[src/rtl/redirect_pkg.sv]
package redirect_pkg;

    localparam int XLEN      = 32;
    localparam int CAUSE_W   = 5;
    localparam int N_FLUSH   = 3;
    localparam int INSTR_BYTES = 4;

    localparam logic [CAUSE_W-1:0] CAUSE_OVF = CAUSE_W'(12);

    typedef enum logic [1:0] {
        SEL_SEQ     = 2'd0,
        SEL_BRANCH  = 2'd1,
        SEL_HANDLER = 2'd2
    } pc_sel_e;

    typedef struct packed {
        logic [XLEN-1:0]    ret_pc;
        logic [CAUSE_W-1:0] code;
    } exc_rec_t;

    function automatic logic [XLEN-1:0] next_seq(input logic [XLEN-1:0] pc);
        return pc + XLEN'(INSTR_BYTES);
    endfunction

endpackage

[src/rtl/redirect_arbiter.sv]
module redirect_arbiter
    import redirect_pkg::*;
#(
    parameter logic [XLEN-1:0] HANDLER_ADDR = 32'h8000_0180
) (
    input  logic                clk,
    input  logic                rst,
    input  logic                br_taken,
    input  logic [XLEN-1:0]     br_target,
    input  logic                ovf_ex,
    output logic [N_FLUSH-1:0]  flush_vec,
    output pc_sel_e             pc_sel,
    output logic [XLEN-1:0]     redirect_pc
);

    // Stage 0 (IF/ID) drops on either event; deeper stages only on overflow.
    for (genvar k = 0; k < N_FLUSH; k++) begin : g_flush
        if (k == 0) begin : g_front
            assign flush_vec[k] = ovf_ex | br_taken;
        end else begin : g_deep
            assign flush_vec[k] = ovf_ex;
        end
    end

    always_comb begin
        pc_sel      = SEL_SEQ;
        redirect_pc = '0;
        if (ovf_ex) begin
            pc_sel      = SEL_HANDLER;
            redirect_pc = HANDLER_ADDR;
        end else if (br_taken) begin
            pc_sel      = SEL_BRANCH;
            redirect_pc = br_target;
        end
    end

    p_idle_r1: assert property (@(posedge clk) disable iff (rst)
        (!br_taken && !ovf_ex) |-> (flush_vec == '0 && pc_sel == SEL_SEQ));

    p_branch_one_r2: assert property (@(posedge clk) disable iff (rst)
        (br_taken && !ovf_ex) |-> ($countones(flush_vec) == 1 && flush_vec[0]
                                   && redirect_pc == br_target));

    p_ovf_flush_r3: assert property (@(posedge clk) disable iff (rst)
        ovf_ex |-> (&flush_vec));

    p_ovf_prio_r6: assert property (@(posedge clk) disable iff (rst)
        ovf_ex |-> (pc_sel == SEL_HANDLER && redirect_pc == HANDLER_ADDR));

endmodule

[src/rtl/exc_state_regs.sv]
module exc_state_regs
    import redirect_pkg::*;
(
    input  logic            clk,
    input  logic            rst,
    input  logic            ovf_ex,
    input  logic [XLEN-1:0] pc_ex,
    output exc_rec_t        rec_q
);

    exc_rec_t rec_d;

    always_comb begin
        rec_d = rec_q;
        if (ovf_ex) begin
            rec_d.ret_pc = next_seq(pc_ex);
            rec_d.code   = CAUSE_OVF;
        end
    end

    always_ff @(posedge clk) begin
        if (rst) rec_q <= '0;
        else     rec_q <= rec_d;
    end

    p_capture_r5: assert property (@(posedge clk) disable iff (rst)
        ovf_ex |=> (rec_q.ret_pc == $past(pc_ex) + 32'd4 && rec_q.code == 5'd12));

    p_hold_r7: assert property (@(posedge clk) disable iff (rst)
        !ovf_ex |=> $stable(rec_q));

endmodule

[src/rtl/redirect_ctl.sv]
module redirect_ctl
    import redirect_pkg::*;
#(
    parameter logic [31:0] HANDLER_ADDR = 32'h8000_0180
) (
    input  logic        clk,
    input  logic        rst,
    input  logic        br_taken,
    input  logic [31:0] br_target,
    input  logic        ovf_ex,
    input  logic [31:0] pc_ex,
    output logic [2:0]  flush_vec,
    output logic [1:0]  pc_sel,
    output logic [31:0] redirect_pc,
    output logic [31:0] epc_q,
    output logic [4:0]  cause_q
);

    pc_sel_e  sel_w;
    exc_rec_t rec_w;

    redirect_arbiter #(.HANDLER_ADDR(HANDLER_ADDR)) u_arb (
        .clk        (clk),
        .rst        (rst),
        .br_taken   (br_taken),
        .br_target  (br_target),
        .ovf_ex     (ovf_ex),
        .flush_vec  (flush_vec),
        .pc_sel     (sel_w),
        .redirect_pc(redirect_pc)
    );

    exc_state_regs u_exc (
        .clk   (clk),
        .rst   (rst),
        .ovf_ex(ovf_ex),
        .pc_ex (pc_ex),
        .rec_q (rec_w)
    );

    assign pc_sel  = sel_w;
    assign epc_q   = rec_w.ret_pc;
    assign cause_q = rec_w.code;

    p_reset_r8: assert property (@(posedge clk)
        $past(rst) |-> (epc_q == '0 && cause_q == '0));

endmodule

[config.mk]
export PLATFORM = sky130hd
export DESIGN_NAME = redirect_ctl
export DESIGN_NICKNAME = d
export VERILOG_FILES = /design/src/rtl/redirect_pkg.sv /design/src/rtl/redirect_arbiter.sv /design/src/rtl/exc_state_regs.sv /design/src/rtl/redirect_ctl.sv
export SDC_FILE = /design/constraint.sdc
export NUM_CORES = 1
export LEC_CHECK = 0
export BUFFER_PORTS_ARGS = -buffer_cell sky130_fd_sc_hd__buf_2
export CAP_MARGIN = 10
export CORE_MARGIN = 1.5
export CORE_UTILIZATION = 42
export DETAILED_ROUTE_END_ITERATION = 8
export HOLD_SLACK_MARGIN = 0.03
export PLACE_DENSITY = 0.81
export SYNTH_ARGS = -nofsm -noshare
export SYNTH_HDL_FRONTEND = slang
export SYNTH_SLANG_ARGS = --single-unit
[constraint.sdc]
create_clock -name clk -period 2.5 [get_ports clk]
set_input_delay 0.25 -clock clk [delete_from_list [all_inputs] [get_ports clk]]
set_output_delay 0.25 -clock clk [all_outputs]
set_load 0.005 [all_outputs]
After elaboration in Yosys (flattened, before gate mapping):

Index checks and enable logic that the tools add are counted.

* $add $sub $neg: 1
* muxes and demuxes: 4
* bitwise gates (word level): 1

Operator list (number)
* $mux W32: 2
* $add A32 B3 Y32 const B: 1
* $mux W2: 1
* $mux W1: 1
* $or A1 B1 Y1: 1

* register bits: 33
* input port bits: 68
* output and inout bits: 74
* logic and storage cells: 8

Depth between registers and ports, before layout:

Gate-level depths: netlist of the first run.

* depth after elaboration: 2
* depth in mapped cells: 7
* depth with buffers taken out: 5

Hierarchy:

A second synthesis of the first run with hierarchy kept.

* cells, all modules: 264
* area, all modules: 2163.3 sq um

By module, submodules not included
* exc_state_regs: instances 1, cells an instance 221, area each 1821.7 sq um, seq. area each 660.6 sq um
* redirect_arbiter: instances 1, cells an instance 43, area each 341.6 sq um, seq. area each 0.0 sq um

Least setup slack after synthesis of the first run:

No wires, ideal clock.

* kind: input-to-reg
* start: input pc_ex[2]
* end: register u_exc.rec_q[25] (netlist name)
* setup time: 91 ps
* arrival: 1836 ps
* data required time: 2409 ps
* path slack: 573 ps
* stages on the path: 7
* path through: ha_1 -> and3_1 -> buf_6 -> or4b_1 -> buf_6 -> or3_1 -> a311oi_1

* word-level cells in the longest chain between the ends: 1

Ends and longest elaborated chain
* start: declaration: line redirect_ctl.sv:11 `input logic [31:0] pc_ex,`
* $add A32 B3 Y32: line redirect_pkg.sv:22 `return pc + XLEN'(INSTR_BYTES);`
* end signal: assignment: line exc_state_regs.sv:23 `else rec_q <= rec_d;`
* end: declaration: line exc_state_regs.sv:8 `output exc_rec_t rec_q`

Every way passes these cells.
A chain may end at the register's enable or synchronous reset.

Worst setup path after layout of the first run:

Same ends and word-level chain as after synthesis.

==> flow_summary.yaml, run 1 <==
worst_hold_path:
  worstHoldPathCells: 2
  whs_endpoint: "u_exc.rec_q[7]$_SDFFE_PP0P_"
  min_from: "pc_ex[2]"
  hp-class: "in -> reg"
synth:
  yosysUniqueCellTypes: 34
  synth-edff-count: 0
  synth_top_area_frac: 0.3165
  synth_area_leaders: "dfxtp_1 32%, and2_1 8.7%, nor2_1 6.1%"
  ys.flop_type: "dfxtp_1"
  yosysTopAreaCell: "dfxtp_1"
  synth_area_per_cell_um2: 8.058
  yosysSeqAreaShare: 0.3165
  synthesis.instances: 259
  synth_area_um2: 2087
  yosys_warnings: 0
  ys_top_cells_by_count: "34 x nor2_1, 33 x dfxtp_1, 29 x and2_1"
  yosys_register_bits: 33
  synth_most_common_cell: "nor2_1"
  async_flop_share: 0
timing:
  period_share: 0.7257
  rsz0062_at_grt: "no"
  finalHoldViolCount: 0
  fin_setup_tns_ns: 0
  fin_skew_ns: 0
  maxSlewViolCount: 0
  clock.fmax_mhz: 551.2
  setup_ws_ns: 0.6857
  setup_viol: 0
  max-slew-margin-rel: 0.5779
  holdWs_ns: 0.2170
  min_period_ns: 1.814
  worst_slew_pin_slew_ns: 0.6331
power_and_ir_drop:
  p_per_area_nw_per_um2: 454.3
  seqPwrFrac: 0.458
  peakVddDrop_uv: 328.3
  p_clk_frac: 0.320
  internal-power_w: 0.0009172
  share_comb_of_total_power: 0.221
  finalPower_w: 0.001269
  p_sw_frac: 0.2771
  power.leakage_nw: 1.348
  p_switching_w: 0.0003516
clock_tree:
  cts_buffers: 5
  clockBufferDepth: 2
  clock_latency_ns: 0.28
  cts_resized: 0
  cts-hold-fix-buffers: 0
  cts_setup_buffers: 0
  cts_root_buf: "clkbuf_8"
  cts_sinks: 33
  htreeDepth: 2
  cts_tree: "built"
  clk_pin_slew_ns: 0.07
placed_design:
  place.gp.congestion: 0.8111
  dp_slack_ns: 0.3873
  dpl_cell_area_um2: 2703
  portBuffers: 138
  hpwl_um: 4603
final_layout:
  largest_register_ffs: 33
  area_growth_pct: 33.81
  largest-register: "u_exc.rec_q"
  nNetsFinal: 451
  largest_registers: "u_exc.rec_q x33"
  antennaDiodeCount: 0
  layout-drive-gt1-share: 0.3953
  stdcell_area_um2: 2793
setup_path:
  timing.reg2reg.setup_slack_ns: 1.72
  critPathRequiredTime_ns: 2.70
  reg2reg_depth: 2
  worst-path-max-fanout: 10
  end_kind: "flip-flop"
  r2r_end: "u_exc.rec_q[29]$_SDFFE_PP0P_"
  crit_arrival_ns: 2.01
  cp-start-kind: "primary input"
  reg2reg_from: "u_exc.rec_q[29]$_SDFFE_PP0P_"
  critPathKind: "in -> reg"
floorplanning:
  dieArea_um2: 5401
  core_area_um2: 4755
  dieHeight_um: 73.49
  num_rows: 25
  io-pin-count: 142
  initial_core_util: 0.4389
  die-width_um: 73.49
global_routing:
  grt_pass1_vias: 1992
  overflow: 0
  grt_use_total: 0.2196
  grt_max_degree: 50
  antenna_found_initial: 0
  grt_pass1_wl_um: 9163
drt:
  wl_um: 5984
  dr_total_vias: 2312
  via_per_inst: 5.149
  drcViolationCount: 0
  wl_per_cell_um: 13.33
  drtIter0Drc: 116
  firstDrtPassIters: 4
  final_antenna_net_count: 0
flow_run:
  maxCapViolations: 0
status:
  status: "finished clean"
-- power by group through the flow --
| stage | clock network (W) | logic, W | registers (W) |
|---|---|---|---|
| 2_1_floorplan | 0 | 0.000137 | 0.000596 |
| 3_3_place_gp | 0 | 0.000275 | 0.000592 |
| 3_5_place_dp | 0 | 0.000281 | 0.000593 |
| 4_1_cts | 0.000418 | 0.000282 | 0.000582 |
| 5_1_grt | 0.000444 | 0.000315 | 0.000586 |
| 6_report | 0.000407 | 0.000281 | 0.000582 |
-- layout by cell type (no fill, tap or decap), drive strengths merged, types with 2 or more instances in the layout --
cell,instances
and2,29
xor2,9
nor4,12
nand3,11
clkbuf,6
nand4,11
mux2i,3
inv,9
a311oi,9
or3,7
xnor2,4
and4,6
conb,3
dfxtp,33
nor2,34
o31ai,2
or4,3
a21o,3
buf,141
o311a,6
a211oi,14
o21ai,7
nand2,13
-- cell type report --
type	count	area (um2)
Multi-Input combinational cell	192	1199
Clock buffer	6	82.58
Clock inverter	1	7.507
Fill cell	478	1962
Sequential cell	33	660.6
Tap cell	67	83.83
Timing Repair Buffer	141	725.7
Inverter	9	33.78
-- cells by family (layout without fill, tap and decap cells) --
group	after synthesis	in the layout	synth area share
xor gates and xnor gates	13	13	0.05456
and+or+nand+nor	131	131	0.3423
muxes	3	3	0.01439
AOI/OAI and AO/OA	41	41	0.1517
buffers and inverters	36	157	0.1127
other	1	3	0.001797
DFF	33	33	0.3165
adders and majority gates	1	1	0.005994
-- metal layers --
metal	GRT usage	share of wire	vias to the layer above
met4	0.06379	0.0090	0
li1	-	-	1171
met2	0.3834	0.50	107
met3	0.05350	0.084	6
met1	0.2658	0.41	1028
met5	0	0	-
-- critical path, stage by stage --
cell	delay, ns
buf_2	0.13
ha_1	0.19
and3_1	0.17
or4b_1	0.62
or3_1	0.41
a311oi_1	0.24
-- metrics by stage --
step                      cells  utilization
after floorplan             261            -
after global placement      442       0.5684
after detailed placement    442       0.5684
after CTS                   449       0.5874
after global routing        449       0.5874
final                       449       0.5874
-- worst max-delay path by stage --
stage | from | to | slack (ns) | cells past startpoint
2_1_floorplan | pc_ex[2] | u_exc.rec_q[25]$_SDFFE_PP0P_ | 0.57 | 7
3_3_place_gp | pc_ex[2] | u_exc.rec_q[25]$_SDFFE_PP0P_ | 0.44 | 6
3_5_place_dp | pc_ex[2] | u_exc.rec_q[25]$_SDFFE_PP0P_ | 0.39 | 6
4_1_cts | pc_ex[2] | u_exc.rec_q[33]$_SDFFE_PP0P_ | 0.68 | 6
5_1_grt | pc_ex[2] | u_exc.rec_q[31]$_SDFFE_PP0P_ | 0.53 | 6
6_report | pc_ex[2] | u_exc.rec_q[25]$_SDFFE_PP0P_ | 0.69 | 6
Power figures use the tool's default switching activity.
==> inputs of run 2 (changes only) <==
==> constraint.sdc (replaced) <==
create_clock -name clk -period 1.7 [get_ports clk]
set_input_delay 0.17 -clock clk [delete_from_list [all_inputs] [get_ports clk]]
set_output_delay 0.17 -clock clk [all_outputs]
set_load 0.005 [all_outputs]
==> run 2 against run 1 <==
Total power grew 61%. Clock skew is the same. Critical path type unchanged. Sequential share of layout area fell by 1.3 points. Sequential cell count unchanged. Combinational power grew 57%. Count of clock-buffer cells in the layout increased by 1. Via count is 1.9% higher. Final area is 5.8% higher. Non-clock buffer count grew 17. Final cell count grew 4.0%.
==> flow_summary.yaml, run 2 (synthesized netlist as in run 1, its figures left out) <==
status:
  status: "finished clean"
power_and_ir_drop:
  p_switching_w: 0.0005226
  p_sw_frac: 0.2550
  power.leakage_nw: 1.439
  peakVddDrop_uv: 473.4
  p_per_area_nw_per_um2: 693.3
  share_comb_of_total_power: 0.215
  p_clk_frac: 0.368
  seqPwrFrac: 0.418
  internal-power_w: 0.001526
worst_hold_path:
  worstHoldPathCells: 3
  min_from: "pc_ex[0]"
  hp-class: "in -> reg"
  whs_endpoint: "u_exc.rec_q[5]$_SDFFE_PP0P_"
drt:
  final_antenna_net_count: 0
  drtIter0Drc: 107
  firstDrtPassIters: 4
  wl_um: 6430
  drcViolationCount: 0
  dr_total_vias: 2355
  via_per_inst: 5.043
  wl_per_cell_um: 13.77
floorplanning:
  die-width_um: 73.49
  core_area_um2: 4755
  dieHeight_um: 73.49
  num_rows: 25
  io-pin-count: 142
  initial_core_util: 0.4389
  dieArea_um2: 5401
timing:
  clock.fmax_mhz: 623.6
  worst_slew_pin_slew_ns: 0.6039
  rsz0062_at_grt: "no"
  min_period_ns: 1.604
  setup_viol: 0
  finalHoldViolCount: 0
  fin_skew_ns: 0
  max-slew-margin-rel: 0.5974
  fin_setup_tns_ns: 0
  maxSlewViolCount: 0
  period_share: 0.9433
clock_tree:
  clock_latency_ns: 0.27
  cts_sinks: 33
  cts_tree: "built"
  cts_resized: 0
  cts-hold-fix-buffers: 0
  cts_root_buf: "clkbuf_8"
  htreeDepth: 2
  clk_pin_slew_ns: 0.07
  cts_buffers: 5
  clockBufferDepth: 2
  cts_setup_buffers: 0
setup_path:
  reg2reg_from: "u_exc.rec_q[26]$_SDFFE_PP0P_"
  critPathRequiredTime_ns: 1.88
  crit_arrival_ns: 1.78
  cp-start-kind: "primary input"
  timing.reg2reg.setup_slack_ns: 0.92
  slowest_delay_ns: 0.65
  reg2reg_depth: 2
  worst-path-max-fanout: 12
  critPathKind: "in -> reg"
  path_cells: "buf_2, nand4_1, or4_4, or3_1, a311oi_1"
  end_kind: "flip-flop"
  crit_slowest_cell: "or4_4"
  r2r_end: "u_exc.rec_q[26]$_SDFFE_PP0P_"
final_layout:
  largest_register_ffs: 33
  antennaDiodeCount: 0
  nNetsFinal: 468
  largest-register: "u_exc.rec_q"
  final_common_cell: "buf_2"
  area_growth_pct: 41.61
  largest_registers: "u_exc.rec_q x33"
  post-route-util: 0.6216
  layout-drive-gt1-share: 0.4275
  final_cell_mix: "138 x buf_2, 34 x nor2_1, 33 x dfxtp_1"
global_routing:
  antenna_found_initial: 0
  grt_max_degree: 42
  grt_pass1_vias: 2086
  overflow: 0
  grt_pass1_wl_um: 9646
  grt_use_total: 0.2310
flow_run:
  maxCapViolations: 0
placed_design:
  portBuffers: 138
  hpwl_um: 5108
  place.gp.congestion: 0.7605
## run 2: cell count changes in the layout (fill, tap and decap cells not counted), sizes merged
cell      previous run  this run
clkbuf               6         7
bufinv               0         1
buf                141       158
clkinvlp             1         0
## run 2: worst max path at each step
stage / from / to / slack [ns]
after floorplan: pc_ex[2] / u_exc.rec_q[25]$_SDFFE_PP0P_ / -0.09
final: pc_ex[2] / u_exc.rec_q[26]$_SDFFE_PP0P_ / 0.1
after detailed placement: pc_ex[2] / u_exc.rec_q[26]$_SDFFE_PP0P_ / -0.18
after CTS: pc_ex[2] / u_exc.rec_q[26]$_SDFFE_PP0P_ / 0.1
after global placement: pc_ex[2] / u_exc.rec_q[25]$_SDFFE_PP0P_ / -0.07
after global routing: pc_ex[2] / u_exc.rec_q[26]$_SDFFE_PP0P_ / 0.03
## run 2: final cells by class
class	count	area [um2]
Fill cell	467	1799
Multi-Input combinational cell	192	1220
Timing Repair Buffer	158	840.8
Sequential cell	33	660.6
Clock buffer	7	86.33
Tap cell	67	83.83
Inverter	9	33.78
Clock inverter	1	30.03
## run 2: layer usage
metal / GRT usage / wire, um / up-vias
met5: 0 / 0 / -
met4: 0.08642 / 153 / 0
met3: 0.05075 / 496 / 13
met2: 0.4244 / 3281 / 88
met1: 0.2574 / 2498 / 1046
li1: - / - / 1208
## run 2: power groups by stage
stage	sequential, W	combinational (W)	clock, W
global route	0.000862	0.000491	0.000794
finish	0.000856	0.000440	0.000753
detailed placement	0.000872	0.000441	0
CTS	0.000856	0.000444	0.000765
floorplan	0.000877	0.000203	0
global placement	0.000870	0.000435	0
## run 2: per-stage QoR
stage / hold slack [ns] / cell area [um2] / power [W] / instances / setup WS, ns
6_report: 0.1258 / 2955 / 0.002049 / 467 / 0.09631
5_1_grt: 0.1433 / 2955 / 0.002147 / 467 / 0.03116
4_1_cts: 0.1235 / 2955 / 0.002064 / 467 / 0.09585
3_5_place_dp: 0.4264 / 2839 / 0.001314 / 459 / -0.1839
3_3_place_gp: 0.4051 / 2839 / 0.001305 / 459 / -0.07092
2_1_floorplan: 0.2688 / 2116 / 0.001080 / 261 / -0.08725
## run 2: critical path, delay by kind of cell
| kind | cells | cell delay [ns] |
|---|---|---|
| compound gates | 1 | 0.31 |
| buf+inv | 1 | 0.13 |
| simple gates | 3 | 1.17 |
